===== src/rtl/dbs_pkg.sv =====
package dbs_pkg;
  localparam int DATA_W = 32;
  localparam int LANES  = DATA_W / 8;

  typedef enum logic [1:0] {ST_IDLE, ST_BUSY, ST_GAP} dbs_state_t;

  // 2-bit length code to byte count (00 means four bytes)
  function automatic logic [2:0] siz_to_count(input logic [1:0] s);
    return (s == 2'b00) ? 3'd4 : {1'b0, s};
  endfunction

  // acknowledge code to port width in bytes
  function automatic logic [2:0] ack_to_port(input logic [1:0] a);
    case (a)
      2'b00:   return 3'd4;
      2'b01:   return 3'd2;
      default: return 3'd1;
    endcase
  endfunction
endpackage


===== src/rtl/dbs_step.sv =====
module dbs_step
  import dbs_pkg::*;
(
  input  logic [1:0] addr_lo,
  input  logic [2:0] rem,
  input  logic [1:0] ack,
  output logic [2:0] moved,
  output logic [1:0] first_lane
);
  logic [2:0] port_b;
  logic [2:0] off;
  logic [2:0] cap;

  always_comb begin
    port_b = ack_to_port(ack);
    case (port_b)
      3'd4:    off = {1'b0, addr_lo};
      3'd2:    off = {2'b00, addr_lo[0]};
      default: off = 3'd0;
    endcase
    cap        = port_b - off;
    moved      = (rem < cap) ? rem : cap;
    first_lane = off[1:0];
  end
endmodule


===== src/rtl/dbs_rd_merge.sv =====
module dbs_rd_merge
  import dbs_pkg::*;
(
  input  logic [DATA_W-1:0] acc,
  input  logic [DATA_W-1:0] din,
  input  logic [1:0]        first_lane,
  input  logic [2:0]        moved,
  output logic [DATA_W-1:0] acc_next
);
  logic [5:0]        sh;
  logic [DATA_W-1:0] mask;
  logic [DATA_W-1:0] chunk;

  always_comb begin
    sh       = 6'd32 - {1'b0, first_lane, 3'b000} - {moved, 3'b000};
    mask     = (moved == 3'd4) ? '1 : ((32'd1 << {moved, 3'b000}) - 32'd1);
    chunk    = (din >> sh) & mask;
    acc_next = (acc << {moved, 3'b000}) | chunk;
  end
endmodule


===== src/rtl/dbs_wr_lanes.sv =====
module dbs_wr_lanes
  import dbs_pkg::*;
(
  input  logic [DATA_W-1:0] wsh,
  input  logic [1:0]        addr_lo,
  output logic [DATA_W-1:0] dout
);
  for (genvar L = 0; L < LANES; L++) begin : g_lane
    localparam logic [1:0] LB = L[1:0];
    logic [1:0] idx;
    always_comb begin
      if (LB >= addr_lo)
        idx = LB - addr_lo;
      else if (LB[0] >= addr_lo[0])
        idx = {1'b0, LB[0]} - {1'b0, addr_lo[0]};
      else
        idx = 2'd0;
    end
    assign dout[8*(LANES-1-L) +: 8] = wsh[{~idx, 3'b000} +: 8];
  end
endmodule


===== src/rtl/dyn_bus_sizer.sv =====
module dyn_bus_sizer
  import dbs_pkg::*;
#(
  parameter int ADDR_W = 32
) (
  input  logic              clk,
  input  logic              rst,
  input  logic              req_valid,
  output logic              req_ready,
  input  logic              req_write,
  input  logic [ADDR_W-1:0] req_addr,
  input  logic [1:0]        req_siz,
  input  logic [DATA_W-1:0] req_wdata,
  output logic              done,
  output logic [DATA_W-1:0] rdata,
  output logic [ADDR_W-1:0] bus_addr,
  output logic [1:0]        bus_siz,
  output logic              bus_rw,
  output logic              bus_ecs,
  output logic              bus_ocs,
  output logic              bus_as,
  output logic              bus_ds,
  output logic [DATA_W-1:0] bus_dout,
  input  logic [DATA_W-1:0] bus_din,
  input  logic [1:0]        bus_ack
);
  localparam logic [1:0] ACK_WAIT = 2'b11;

  dbs_state_t        state;
  logic [ADDR_W-1:0] cur_addr;
  logic [2:0]        cur_rem;
  logic [DATA_W-1:0] wsh, rsh;
  logic              is_wr;

  logic [2:0]        req_cnt, moved, rem_nxt;
  logic [1:0]        first_lane, lane_a;
  logic [DATA_W-1:0] req_left, lane_src, lane_out, rsh_nxt, wsh_nxt;
  logic [ADDR_W-1:0] addr_nxt;
  logic              ack_ok;

  assign req_cnt  = siz_to_count(req_siz);
  assign req_left = req_wdata << (6'd32 - {req_cnt, 3'b000});
  assign ack_ok   = (state == ST_BUSY) && (bus_ack != ACK_WAIT);
  assign rem_nxt  = cur_rem - moved;
  assign addr_nxt = cur_addr + ADDR_W'(moved);
  assign wsh_nxt  = wsh << {moved, 3'b000};
  assign lane_src = (state == ST_IDLE) ? req_left : wsh;
  assign lane_a   = (state == ST_IDLE) ? req_addr[1:0] : cur_addr[1:0];

  assign req_ready = (state == ST_IDLE);
  assign bus_addr  = cur_addr;
  assign bus_siz   = cur_rem[1:0];

  dbs_step u_step (
    .addr_lo(cur_addr[1:0]), .rem(cur_rem), .ack(bus_ack),
    .moved(moved), .first_lane(first_lane)
  );

  dbs_rd_merge u_merge (
    .acc(rsh), .din(bus_din), .first_lane(first_lane), .moved(moved),
    .acc_next(rsh_nxt)
  );

  dbs_wr_lanes u_lanes (
    .wsh(lane_src), .addr_lo(lane_a), .dout(lane_out)
  );

  always_ff @(posedge clk) begin
    if (rst) begin
      state    <= ST_IDLE;
      cur_addr <= '0;
      cur_rem  <= '0;
      wsh      <= '0;
      rsh      <= '0;
      is_wr    <= 1'b0;
      done     <= 1'b0;
      rdata    <= '0;
      bus_rw   <= 1'b1;
      bus_ecs  <= 1'b0;
      bus_ocs  <= 1'b0;
      bus_as   <= 1'b0;
      bus_ds   <= 1'b0;
      bus_dout <= '0;
    end else begin
      done    <= 1'b0;
      bus_ecs <= 1'b0;
      bus_ocs <= 1'b0;
      case (state)
        ST_IDLE: if (req_valid) begin
          cur_addr <= req_addr;
          cur_rem  <= req_cnt;
          wsh      <= req_left;
          rsh      <= '0;
          is_wr    <= req_write;
          bus_rw   <= ~req_write;
          bus_dout <= lane_out;
          bus_ecs  <= 1'b1;
          bus_ocs  <= 1'b1;
          bus_as   <= 1'b1;
          bus_ds   <= 1'b1;
          state    <= ST_BUSY;
        end
        ST_BUSY: if (ack_ok) begin
          bus_as   <= 1'b0;
          bus_ds   <= 1'b0;
          cur_addr <= addr_nxt;
          cur_rem  <= rem_nxt;
          wsh      <= wsh_nxt;
          rsh      <= rsh_nxt;
          if (rem_nxt == 3'd0) begin
            done  <= 1'b1;
            if (!is_wr) rdata <= rsh_nxt;
            state <= ST_IDLE;
          end else begin
            state <= ST_GAP;
          end
        end
        ST_GAP: begin
          bus_dout <= lane_out;
          bus_ecs  <= 1'b1;
          bus_as   <= 1'b1;
          bus_ds   <= 1'b1;
          state    <= ST_BUSY;
        end
        default: state <= ST_IDLE;
      endcase
    end
  end

  assert_ocs_first_R5: assert property (@(posedge clk) disable iff (rst)
    bus_ocs |-> bus_ecs);
  assert_ecs_start_R5: assert property (@(posedge clk) disable iff (rst)
    bus_ecs |-> (bus_as && !$past(bus_as)));
  assert_hold_wait_R3: assert property (@(posedge clk) disable iff (rst)
    (bus_as && $past(bus_as) && ($past(bus_ack) == ACK_WAIT))
      |-> ($stable(bus_addr) && $stable(bus_siz) && $stable(bus_dout)));
  assert_gap_R6: assert property (@(posedge clk) disable iff (rst)
    ($past(bus_as) && ($past(bus_ack) != ACK_WAIT)) |-> !bus_as);
  assert_step_R4: assert property (@(posedge clk) disable iff (rst)
    ack_ok |-> ((moved != 3'd0) && (moved <= cur_rem)));
  assert_done_R10: assert property (@(posedge clk) disable iff (rst)
    done |-> ($past(bus_as) && !bus_as && req_ready));
  assert_rw_R9: assert property (@(posedge clk) disable iff (rst)
    (bus_as && $past(bus_as)) |-> $stable(bus_rw));
endmodule


===== config.mk =====
export PLATFORM = sky130hd
export DESIGN_NAME = dyn_bus_sizer
export DESIGN_NICKNAME = d
export VERILOG_FILES = /design/src/rtl/dbs_pkg.sv /design/src/rtl/dbs_step.sv /design/src/rtl/dbs_rd_merge.sv /design/src/rtl/dbs_wr_lanes.sv /design/src/rtl/dyn_bus_sizer.sv
export SDC_FILE = /design/constraint.sdc
export NUM_CORES = 1
export LEC_CHECK = 0
export ABC_CLOCK_PERIOD_IN_PS = 6490
export CAP_MARGIN = 0
export CORE_MARGIN = 1
export CORE_UTILIZATION = 53
export DETAILED_ROUTE_END_ITERATION = 6
export PLACE_DENSITY = 0.81
export SYNTH_ARGS = -nofsm -noshare
export SYNTH_HDL_FRONTEND = slang
export SYNTH_HIERARCHICAL = 1
export SYNTH_SLANG_ARGS = --single-unit

===== constraint.sdc =====
create_clock -name clk -period 6.49 [get_ports clk]
set_input_delay 0.649 -clock clk [delete_from_list [all_inputs] [get_ports clk]]
set_output_delay 0.649 -clock clk [all_outputs]
set_load 0.03 [all_outputs]

Yosys cells after proc, flatten, opt, wreduce, memory -nomap -nowiden

Cells that the tools add are included.

Register bits after elaboration: 171
Word-level logic and storage cells: 115
Input port bits: 104
Output and inout port bits: 105

Reductions and logical operators: 16
Multiplexer cells: 37
Shift operators: 9
Add/subtract/negate cells: 13
$lt $le $gt $ge: 7
Bitwise logic cells: 11
Equal/unequal tests: 9

Operators with widths:

| kind                  | count |
|---|---|
| $mux 32               | 9 |
| $pmux 32 s2           | 4 |
| $shiftx 32x6->8       | 4 |
| $shl 32x6->32         | 3 |
| $add 32x3->32         | 1 |
| $and 32x32->32        | 1 |
| $or 32x32->32         | 1 |
| $shl 1x6->32 const A  | 1 |
| $shr 32x6->32         | 1 |
| $sub 32x1->32 const B | 1 |
| $mux 2                | 10 |
| $mux 3                | 4 |
| $pmux 3 s2            | 2 |
| $not 2->2             | 4 |
| $eq 3x3->1 const B    | 2 |
| $logic_not 2->1       | 3 |
| $ne 2x2->1 const B    | 3 |
| $pmux 2 s3            | 1 |
| $reduce_and 2->1      | 3 |
| $reduce_and 3->1      | 2 |
| $sub 6x5->6 const A   | 1 |
| $sub 6x6->6           | 1 |
| $sub 6x6->6 const A   | 1 |
| $not 1->1             | 5 |
| other kinds (23)      | 34 |

Depth between registers and ports, before layout

Gate-level depths: netlist of run 1.

Depth after elaboration: 14
Mapped depth: 23
Mapped depth without buffers: 18

Modules after synthesis

The synthesis of run 1 kept the hierarchy.

By module, submodules not included:

| module        | area each (sq um) | instances | cells each |
|---|---|---|---|
| dyn_bus_sizer | 8249.2            | 1         | 1086 |
| dbs_rd_merge  | 1360.1            | 1         | 176 |
| dbs_wr_lanes  | 977.2             | 1         | 89 |
| dbs_step      | 183.9             | 1         | 21 |

Worst setup path after synthesis of run 1

No wires, ideal clock.

Path type: input to register
From: in bus_ack[1]
To: reg rsh[10]
Required time: 6.358 ns
Setup slack: 1.502 ns
Stages: 20
Arrival time: 4.856 ns
Cell sequence: nor2b_1 > ha_1 > inv_1 > ha_1 > mux2i_1 > inv_1 > ha_1 > and2b_1 > a221oi_4 > mux2i_1 > buf_2 > inv_1 > buf_2 > ha_1 > ha_1 > or3_4 > a311oi_4 > o32ai_1 > nand3_1 > a21oi_1

Cells in the longest elaborated chain, start to end: 14
Elaborated cells between the ends (all ways): 25
Those cells by class: add/sub: 4; order compare: 1; eq/ne: 6; shift: 3; mux: 6; bitwise: 2; reduce/logical: 3

Ends and longest elaborated chain:

| what                                                 | line                 | RTL |
|---|---|---|
| from (decl)                                          | dyn_bus_sizer.sv:25  | `input logic [1:0] bus_ack` |
| $eq 2x1->1 / $logic_not 2->1 (equally long branches) | dbs_pkg.sv:14        | `case (a)` |
| $pmux 3 s2 *                                         | dbs_pkg.sv:14        |  |
| $eq 3x2->1 / $eq 3x3->1 (equally long branches)      | dbs_step.sv:16       | `case (port_b)` |
| $pmux 2 s2                                           | dbs_step.sv:16       |  |
| $sub 3x2->3 *                                        | dbs_step.sv:21       | `cap = port_b - off;` |
| $lt 3x3->1                                           | dbs_step.sv:22       | `moved = (rem < cap) ? rem : cap;` |
| $mux 3 *                                             | dbs_step.sv:22       |  |
| via moved[0]                                         | dyn_bus_sizer.sv:35  | `logic [2:0] req_cnt, moved, rem_nxt;` |
| $shl 1x6->32                                         | dbs_rd_merge.sv:16   | `mask = (moved == 3'd4) ? '1 : ((32'd1 << {moved, 3'b000}) - 32'd1);` |
| $sub 32x1->32                                        | dbs_rd_merge.sv:16   |  |
| $mux 32                                              | dbs_rd_merge.sv:16   |  |
| $and 32x32->32                                       | dbs_rd_merge.sv:17   | `chunk = (din >> sh) & mask;` |
| $or 32x32->32 *                                      | dbs_rd_merge.sv:18   | `acc_next = (acc << {moved, 3'b000}) \| chunk;` |
| via rsh_nxt[10]                                      | dyn_bus_sizer.sv:37  | `logic [DATA_W-1:0] req_left, lane_src, lane_out, rsh_nxt, wsh_nxt;` |
| $mux 32 *                                            | dyn_bus_sizer.sv:103 | `ST_BUSY: if (ack_ok) begin` |
| $pmux 32 s2 *                                        | dyn_bus_sizer.sv:88  | `case (state)` |
| to (signal assigned)                                 | dyn_bus_sizer.sv:109 | `rsh <= rsh_nxt;` |
| to (decl)                                            | dyn_bus_sizer.sv:32  | `logic [DATA_W-1:0] wsh, rsh;` |

The timed path passes the listed nets; every way through them passes the cells marked *. The select of a mux whose other input is x is not followed.
A chain may end at the register's enable or synchronous reset.

Worst setup path after layout of run 1

From: in bus_ack[1]
To: reg cur_addr[28], in the netlist bus_addr[28]

Cells in the longest elaborated chain, start to end: 10
Elaborated cells between the ends (all ways): 16
Those cells by class: add/sub: 2; order compare: 1; eq/ne: 5; mux: 5; reduce/logical: 3

Ends and longest elaborated chain:

| what                                                 | line                 | RTL |
|---|---|---|
| $eq 2x1->1 / $logic_not 2->1 (equally long branches) | dbs_pkg.sv:14        |  |
| $pmux 3 s2 *                                         | dbs_pkg.sv:14        |  |
| $eq 3x2->1 / $eq 3x3->1 (equally long branches)      | dbs_step.sv:16       |  |
| $pmux 2 s2 *                                         | dbs_step.sv:16       |  |
| via first_lane[0]                                    | dyn_bus_sizer.sv:36  | `logic [1:0] first_lane, lane_a;` |
| $sub 3x2->3 *                                        | dbs_step.sv:21       |  |
| $lt 3x3->1                                           | dbs_step.sv:22       |  |
| $mux 3 *                                             | dbs_step.sv:22       |  |
| via moved[0]                                         | dyn_bus_sizer.sv:35  |  |
| $add 32x3->32 *                                      | dyn_bus_sizer.sv:45  | `assign addr_nxt = cur_addr + ADDR_W'(moved);` |
| $mux 32 *                                            | dyn_bus_sizer.sv:103 |  |
| $pmux 32 s2 *                                        | dyn_bus_sizer.sv:88  |  |
| to (signal assigned)                                 | dyn_bus_sizer.sv:90  | `cur_addr <= req_addr;` |
| to (signal assigned)                                 | dyn_bus_sizer.sv:106 | `cur_addr <= addr_nxt;` |
| to (decl)                                            | dyn_bus_sizer.sv:30  | `logic [ADDR_W-1:0] cur_addr;` |

Marks and branches as above.

==> metrics.yaml, run 1 <==
sta:
  finalSetupTns_ps: 0
  rsz0062_at_grt: "no"
  hold_viol: 0
  worstMarginPinSlew_ps: 1300
  timing.final.crit_share_pct: 83.67
  fin_skew_ps: 10.31
  slew_viol_final: 0
  maxSlewHeadroom_pct: 12.69
  clock.fmax_ghz: 0.1842
  setup_viol: 0
  period_needed_ps: 5430
layout:
  drive_gt1_share_pct: 8.560
  syn2layout_area_growth_pct: 24.33
  final_cell_mix: "nand2_1 (283), clkdlybuf4s50_1 (207), dfxtp_1 (171)"
  diodes: 0
  nets: 1617
  final_cells: 1772
  nFillCells: 1670
  final_common_cell: "nand2_1"
synth:
  yosys_warnings: 6
  synth_compound_area_share_pct: 23.00
  synthesis.nets: 1494
  synthCells: 1372
  synth_edf_count: 0
  synth.distinct_cells: 81
  seq_area_frac_synth_pct: 31.78
  muxShareOfSynthArea_pct: 14.52
  synth_area_um2: 10770
  synth_xor_area_share_pct: 0.3717
  synth_fa_ha_area_share_pct: 2.230
  synth_ff_type: "dfxtp_1"
  synth_simple_gate_area_share_pct: 22.08
  synth_seq_cells: 171
  syn_area_per_cell_um2: 7.850
  async_flop_share_pct: 0
  synth_top_family_by_area: "compound AO/OA/AOI/OAI gates"
die:
  core_area_um2: 19720
  num_io_pins: 209
  dieArea_um2: 20900
  fp.dieH_um: 144.6
  initial_core_util_pct: 54.62
  die_x_um: 144.6
  rows: 51
route:
  antenna_left: 0
  wl_per_cell_um: 19.45
  drt-pass1-iter-count: 5
  finalWirelength_um: 34470
  dr.first_iter.drc_count: 1323
  viasPerCell: 6.292
  post-route-drc-count: 0
  vias: 11150
place:
  port_buffers: 208
  placedCellCount: 1741
  place.detailed.hpwl_um: 23140
  gp_congestion: 0.9160
job:
  drv_cap: 0
cts:
  cts_resized: 0
  clk_pin_slew_ps: 60
  cts_buffers: 17
  cts_hold_buffers: 0
  cts_max_level: 4
  cts_tree: "built"
  cts.path.max_buffers: 2
  cts_setup_buffers: 0
  clockRootBuffer: "clkbuf_16"
  cts_sinks: 171
  clock_latency_ps: 440
global_route:
  grt_use_total_pct: 33.34
  grt_pass1_vias: 10210
  antenna_found_initial: 0
  grt_first_pass_wirelength_um: 54300
  grt_max_degree: 111
  gr-total-overflow: 0
hold_path:
  hp-class: "reg -> reg"
  hold_depth: 2
run_status:
  status: "completed"
power:
  p_per_area_nw_per_um2: 286.6
  peakVddDrop_v: 0.0002169
  leakage_uw: 0.004760
  power_uw: 3838
worst_setup_path:
  critPathMaxStageDelay_ps: 680
  cp-start-kind: "input port"
  worstPathRequired_ps: 6840
  cp.arrival_ps: 5780
  crit_path_max_fanout: 34
  crit_slowest_cell: "clkdlybuf4s50_1"
  end_kind: "register"
  ff2ff_path_depth: 19
  crit_top_cell: "ha_1"
  path_cells: "clkdlybuf4s50_1, nor2b_1, ha_1, inv_1, ha_1, mux2i_1, inv_1, ha_1, and2b_1, a221oi_4, mux2i_4, buf_4, ha_1, fa_1, a21oi_1, nor3_1, buf_4, nand4_2, or4_1, a31oi_1"
  worstSetupPathType: "in -> reg"
## metrics by stage
step	area, um2	util [%]	hold slack [ps]	worst slack (ps)
final	13390	67.91	449.6	1060
after floorplan	10770	-	427.3	1502
after global placement	12820	65.01	434.6	885.1
after CTS	13390	67.91	449.4	1107
after global routing	13390	67.91	464.6	766.1
after detailed placement	12820	65.01	440.7	667.3
## cell families after synthesis
logic type	Yosys count
AOI/OAI and AO/OA	383
xor gates and xnor gates	3
adders and majority gates	18
buffers and inverters	146
DFF	171
muxes	124
and+or+nand+nor	527
## final cells by class
| cell class | count | area (um2) | share of cell area [%] |
|---|---|---|---|
| multi-input cells | 1055 | 6756 | 50.46 |
| inverters | 24 | 92.59 | 0.6915 |
| well taps | 265 | 331.6 | 2.476 |
| repair buffers | 226 | 2215 | 16.54 |
| clock inverters | 13 | 142.6 | 1.065 |
| flip-flops and latches | 171 | 3423 | 25.57 |
| clock buffers | 18 | 429.2 | 3.205 |
## worst max-delay path: cells and delay by family
kind,cells,cell delay [ps]
AO/OA/AOI/OAI,3,680
adder cells (fa/ha/maj),5,1180
buffers and inverters,5,1490
multiplexers,2,560
AND/OR/NAND/NOR,5,1220
## cell usage after synthesis (22+ instances only)
master | number | share of area [%]
buf_2 | 31 | 1.4
o21ai_0 | 33 | 1.5
nor2_1 | 86 | 3.0
nand2_1 | 283 | 9.9
mux2_2 | 31 | 3.2
clkbuf_1 | 73 | 2.5
a22oi_1 | 24 | 1.7
o21ai_1 | 24 | 1.1
inv_1 | 22 | 0.77
a211oi_1 | 26 | 1.8
nand3_1 | 50 | 2.3
mux2i_1 | 70 | 6.5
dfxtp_1 | 171 | 32
o22ai_1 | 26 | 1.5
a21oi_1 | 151 | 7.0
## worst paths after layout
path                     from      endpoint  slack, ps
setup / recovery   bus_ack[1]  bus_addr[28]       1060
hold reg to reg       rsh[18]       rsh[18]        450
hold / removal        rsh[18]       rsh[18]        450
setup reg to reg  bus_addr[0]  bus_addr[28]       1460
## power breakdown
part	leakage (uW)	switching, uW	internal, uW
logic	0.00310	956	633
registers	0.00140	90.7	1140
clock network	0.000265	448	567
total	0.00476	1490	2340
## sequential cells by signal, indices dropped and copies added, names as in the netlist, 2 cells and up
signal / cells
rdata: 32
rsh: 32
wsh: 32
bus_addr: 32
bus_dout: 32
cur_rem: 3
state: 2
## routing by layer
layer / part of all wire (%) / up-vias / GRT usage, %
li1: - / 5211 / -
met1: 44 / 5241 / 47.11
met2: 44 / 637 / 50.30
met3: 10 / 61 / 7.086
met4: 1.9 / 0 / 10.69
met5: 0 / - / 0
Note: power is estimated with default switching activity, not from simulation.
==> inputs of run 2 (changes only) <==
--- a/config.mk
+++ b/config.mk
@@ -5,7 +5,7 @@
 export SDC_FILE = /design/constraint.sdc
 export NUM_CORES = 1
 export LEC_CHECK = 0
-export ABC_CLOCK_PERIOD_IN_PS = 6490
+export ABC_CLOCK_PERIOD_IN_PS = 5280
 export CAP_MARGIN = 0
 export CORE_MARGIN = 1
 export CORE_UTILIZATION = 53
==> constraint.sdc (replaced) <==
create_clock -name clk -period 5.28 [get_ports clk]
set_input_delay 0.528 -clock clk [delete_from_list [all_inputs] [get_ports clk]]
set_output_delay 0.528 -clock clk [all_outputs]
set_load 0.03 [all_outputs]
==> metrics.yaml, run 2 (synthesis gave the netlist of run 1 again) <==
power:
  p_per_area_nw_per_um2: 351.2  # +23%
  leakage_uw: 0.004872  # +2.4%
  peakVddDrop_v: 0.0003030  # +40%
worst_setup_path:
  path_cells: "clkdlybuf4s50_1, nor2b_1, ha_1, inv_1, ha_1, mux2i_1, inv_1, ha_1, and2b_1, a221oi_4, mux2_4, inv_1, ha_1, ha_1, buf_4, nor2_1, a22oi_1, o32ai_1, nand3_1, a21oi_1"
  critPathMaxStageDelay_ps: 520  # -160 ps
  cp-start-kind: "input port"
  end_kind: "register"
  startpoint: "bus_ack[1]"
  cp.arrival_ps: 5200  # -580 ps
  path_buf_inv: 5  # unchanged
  ff2ff_path_depth: 19  # unchanged
  regToRegEndpoint: "rsh[15]"
  cp_top_family: "adder cells"
  crit_path_max_fanout: 20  # -41%
  crit_top_cell: "ha_1"
  r2r_start: "bus_addr[0]"
  crit_slowest_cell: "nor2_1"
  worstSetupPathType: "in -> reg"
  rrSetupSlack_ps: 520  # -940 ps
  worstPathRequired_ps: 5640  # -1200 ps
sta:
  period_needed_ps: 4833
  rsz0062_at_grt: "no"
  clock.fmax_ghz: 0.2069
  slew_viol_final: 0  # unchanged
  worstMarginPinSlew_ps: 1302  # +2.657 ps
  maxSlewHeadroom_pct: 13.08  # +0.40 points
  finalSetupTns_ps: 0  # unchanged
  timing.final.crit_share_pct: 91.53
  setup_viol: 0  # unchanged
  fin_skew_ps: 10.59  # +0.2833 ps
  hold_viol: 0  # unchanged
hold_path:
  hp-class: "reg -> reg"
  min_from: "rsh[30]"
  hold_path_end: "rsh[30]"
  hold_depth: 2  # unchanged
layout:
  postLayoutCoreUtil_pct: 68.75  # +0.84 points
  nFillCells: 1610  # -3.6%
  seq_area_um2: 3423  # unchanged
  final_common_cell: "nand2_1"
  final_cell_mix: "nand2_1 (283), clkdlybuf4s50_1 (207), dfxtp_1 (171)"
  syn2layout_area_growth_pct: 25.87
  nets: 1634  # +1.1%
  diodes: 0  # unchanged
  drive_gt1_share_pct: 9.705  # +1.1 points
  multi_input_area_um2: 6756  # unchanged
cts:
  cts_buffers: 17  # unchanged
  clockRootBuffer: "clkbuf_16"
  cts_hold_buffers: 0  # unchanged
  clk_pin_slew_ps: 60  # about the same
  cts_resized: 0  # unchanged
  cts_tree: "built"
  cts_max_level: 4  # unchanged
  clock_latency_ps: 440  # about the same
  cts_setup_buffers: 0  # unchanged
  cts.path.max_buffers: 2  # unchanged
  cts_sinks: 171  # unchanged
die:
  dieArea_um2: 20900  # unchanged
  core_area_um2: 19720  # unchanged
  rows: 51  # unchanged
  num_io_pins: 209  # unchanged
  die_x_um: 144.6  # unchanged
  fp.dieH_um: 144.6  # unchanged
  initial_core_util_pct: 54.62  # unchanged
route:
  vias: 11280  # +1.2%
  antenna_left: 0  # unchanged
  post-route-drc-count: 0  # unchanged
  drt-pass1-iter-count: 6  # +1
  dr.first_iter.drc_count: 1566  # +18%
  finalWirelength_um: 34830  # +1.1%
  viasPerCell: 6.301  # +0.14%
  wl_per_cell_um: 19.46  # about the same
place:
  port_buffers: 208  # unchanged
  place.detailed.hpwl_um: 24060  # +4.0%
  gp_congestion: 0.9356  # +2.1%
global_route:
  antenna_found_initial: 0  # unchanged
  grt_first_pass_wirelength_um: 54450  # +0.28%
  grt_pass1_vias: 10270  # +0.57%
  grt_use_total_pct: 33.39  # +0.050 points
  grt_max_degree: 67  # -40%
  gr-total-overflow: 0  # unchanged
run_status:
  status: "completed"
job:
  drv_cap: 0  # unchanged
-- run 2: changes by cell type in the layout (fill, tap and decap cells not counted), moves of 2 or more --
cell        previous run  this run
inv_6                  3         5
clkinvlp_4             5         1
clkinv_4               1         3
buf_4                 19        33
buf_12                 0         3
-- run 2: worst max-delay path by stage --
stage | endpoint | slack [ps] | cells past startpoint
5_1_grt | rsh[15] | 120 | 20
6_report | rsh[15] | 450 | 20
3_5_place_dp | rsh[6] | 50 | 19
3_3_place_gp | rsh[9] | 210 | 19
4_1_cts | rsh[6] | 510 | 19
2_1_floorplan | rsh[10] | 330 | 20
-- run 2: routing by layer --
metal	up-vias	GRT usage (%)	share of wire [%]
li1	5264	-	-
met1	5334	46.94	44
met2	629	50.73	44
met3	52	8.377	10
met4	0	8.476	1.5
met5	-	0	0
-- run 2: stage by stage --
stage               total power (uW)  setup WS [ps]  hold slack, ps  cell area [um2]  cells
global route                    4970          120.2           465.0            13560   1790
floorplan                       2881          327.4           427.3            10770   1372
global placement                3457          206.7           433.8            12980   1758
CTS                             4728          508.3           447.6            13560   1790
detailed placement              3496          53.98           438.8            12980   1758
finish                          4761          447.2           450.7            13560   1790
-- run 2: area by class of cell --
cell class              count  share of cell area, %
flip-flops and latches    171                  25.25
repair buffers            243                  17.55
clock inverters            14                 0.9875
well taps                 265                  2.446
inverters                  24                 0.6830
clock buffers              18                  3.239
multi-input cells        1055                  49.84
-- run 2: where the power goes --
group / switching [uW] / total, uW / leakage, uW / internal [uW]
Sequential: 112 / 1520 / 0.00140 / 1410
Clock: 571 / 1240 / 0.000284 / 672
Combinational: 1180 / 2000 / 0.00319 / 817
Total: 1870 / 4760 / 0.00487 / 2890
-- run 2: tightest hold or removal path, stage by stage, from the launching register on --
cell and delay (ps):
dfxtp_1 310, nand2_1 50, a21oi_1 50
==> inputs of run 3 (changes only) <==
==> constraint.sdc (replaced) <==
create_clock -name clk -period 5.28 [get_ports clk]
set_input_delay 0.528 -clock clk [delete_from_list [all_inputs] [get_ports clk]]
set_output_delay 0.528 -clock clk [all_outputs]
set_load 0.1 [all_outputs]
==> metrics.yaml, run 3 (synthesis gave the netlist of run 1 again) <==
cts:
  cts_buffers: 17  # unchanged
  clock_latency_ps: 430  # about the same
  cts_setup_buffers: 0  # unchanged
  cts_max_level: 4  # unchanged
  clk_pin_slew_ps: 70  # about the same
  cts.path.max_buffers: 2  # unchanged
  cts_tree: "built"
  cts_resized: 0  # unchanged
  cts_sinks: 171  # unchanged
  cts_hold_buffers: 0  # unchanged
  clockRootBuffer: "clkbuf_16"
worst_setup_path:
  startpoint: "bus_ack[1]"
  ff2ff_path_depth: 18  # -1
  cp.arrival_ps: 5130  # -70 ps
  crit_end: "rsh[5]"
  end_kind: "register"
  crit_path_max_fanout: 8  # -60%
  worstPathRequired_ps: 5650  # about the same
  rrSetupSlack_ps: 700  # +180 ps
  regToRegEndpoint: "rsh[5]"
  cp-start-kind: "input port"
  r2r_start: "bus_addr[0]"
  worstSetupPathType: "in -> reg"
sta:
  timing.final.crit_share_pct: 90.15  # -1.4 points
  rsz0062_at_grt: "no"
  clock.fmax_ghz: 0.2101  # +1.5%
  period_needed_ps: 4760  # -72.99 ps
  slew_viol_final: 0  # unchanged
  fin_skew_ps: 11.27  # +0.6839 ps
  setup_viol: 0  # unchanged
  worstMarginPinSlew_ps: 1087  # -215.3 ps
  hold_viol: 0  # unchanged
  whs_ps: 450.5  # -0.2110 ps
  maxSlewHeadroom_pct: 26.97  # +14 points
  finalSetupTns_ps: 0  # unchanged
hold_path:
  hp-class: "reg -> reg"
  min_from: "rsh[24]"
die:
  fp.dieH_um: 144.6  # unchanged
  num_io_pins: 209  # unchanged
  die_x_um: 144.6  # unchanged
  rows: 51  # unchanged
  initial_core_util_pct: 54.62  # unchanged
  core_area_um2: 19720  # unchanged
  dieArea_um2: 20900  # unchanged
route:
  post-route-drc-count: 0  # unchanged
  finalWirelength_um: 35070  # +0.67%
  vias: 11340  # +0.51%
  viasPerCell: 6.337  # +0.56%
  wl_per_cell_um: 19.60  # +0.73%
  dr.first_iter.drc_count: 1432  # -8.6%
  drt-pass1-iter-count: 6  # unchanged
  antenna_left: 0  # unchanged
power:
  leakage_uw: 0.004884  # +0.23%
  peakVddDrop_v: 0.0002679  # -12%
  p_per_area_nw_per_um2: 384.0  # +9.3%
global_route:
  grt_use_total_pct: 33.75  # +0.35 points
  gr-total-overflow: 0  # unchanged
  antenna_found_initial: 0  # unchanged
  grt_first_pass_wirelength_um: 55020  # +1.1%
  grt_pass1_vias: 10340  # +0.62%
  grt_max_degree: 76  # +13%
place:
  placedCellCount: 1757  # -0.057%
  place.detailed.hpwl_um: 24280  # +0.92%
  port_buffers: 208  # unchanged
  place_area_um2: 12980  # about the same
  gp_congestion: 0.9578  # +2.4%
run_status:
  status: "completed"
layout:
  nFillCells: 1626  # +0.99%
  syn2layout_area_growth_pct: 26.13
  postLayoutCoreUtil_pct: 68.89  # +0.14 points
  drive_gt1_share_pct: 9.777  # +0.072 points
  diodes: 0  # unchanged
  final_common_cell: "nand2_1"
  seq_area_um2: 3426  # about the same
  final_cells: 1789  # -0.056%
  final_cell_area_um2: 13580  # +0.20%
  multi_input_area_um2: 6756  # unchanged
  nets: 1633  # -0.061%
  final_cell_mix: "nand2_1 (283), clkdlybuf4s50_1 (207), dfxtp_1 (169)"
job:
  drv_cap: 0  # unchanged
==> run 3: cell count changes in the layout (fill, tap and decap cells not counted) <==
cell | before | now
clkinv_4 | 3 | 1
dfxtp_1 | 171 | 169
dfxtp_2 | 0 | 2
buf_4 | 33 | 32
bufinv_16 | 1 | 2
clkbuf_8 | 1 | 2
clkinv_2 | 3 | 2
inv_8 | 1 | 2
==> run 3: worst min-delay path by stage <==
stage	to	slack, ps	cells past startpoint
after global routing	rsh[27]	470	2
after detailed placement	rsh[25]	440	2
after global placement	rsh[29]	430	2
final	rsh[24]	450	2
after CTS	rsh[25]	450	2
after floorplan	rsh[24]	430	2
==> run 3: critical path, stage by stage <==
cell,delay [ps]
clkdlybuf4s50_1,520
nor2b_1,80
ha_1,190
inv_1,50
ha_1,160
mux2i_1,230
inv_1,70
ha_1,290
and2b_1,200
a221oi_4,350
mux2_4,340
inv_1,60
ha_1,230
ha_1,370
o21ai_0,540
a311oi_4,310
o21ai_0,340
nand3_1,110
a21oi_1,160
==> run 3: routing by layer <==
metal,GRT usage [%],vias to the layer above,wire length [um]
met3,6.954,59,3456
met2,51.92,658,15640
met1,47.74,5354,15320
li1,-,5265,-
met4,8.864,0,646
met5,0,-,0
==> run 3: metrics by stage <==
stage          power [uW]  worst slack [ps]
2_1_floorplan        3271             172.8
3_3_place_gp         3851             223.9
3_5_place_dp         3879             129.8
4_1_cts              5178             576.1
5_1_grt              5423             204.9
6_report             5216             520.2
==> run 3: final cells by class <==
cell class | count | share of cell area, %
Tap cell | 265 | 2.441
Sequential cell | 171 | 25.22
Multi-Input combinational cell | 1055 | 49.74
Clock buffer | 19 | 3.334
Timing Repair Buffer | 242 | 17.46
Clock inverter | 13 | 1.124
Inverter | 24 | 0.6816
==> run 3: where the power goes <==
part           switching (uW)  total, uW  internal, uW  leakage (uW)
Sequential                113       1520          1410       0.00140
Clock                     574       1310           736      0.000299
Combinational            1570       2390           813       0.00319
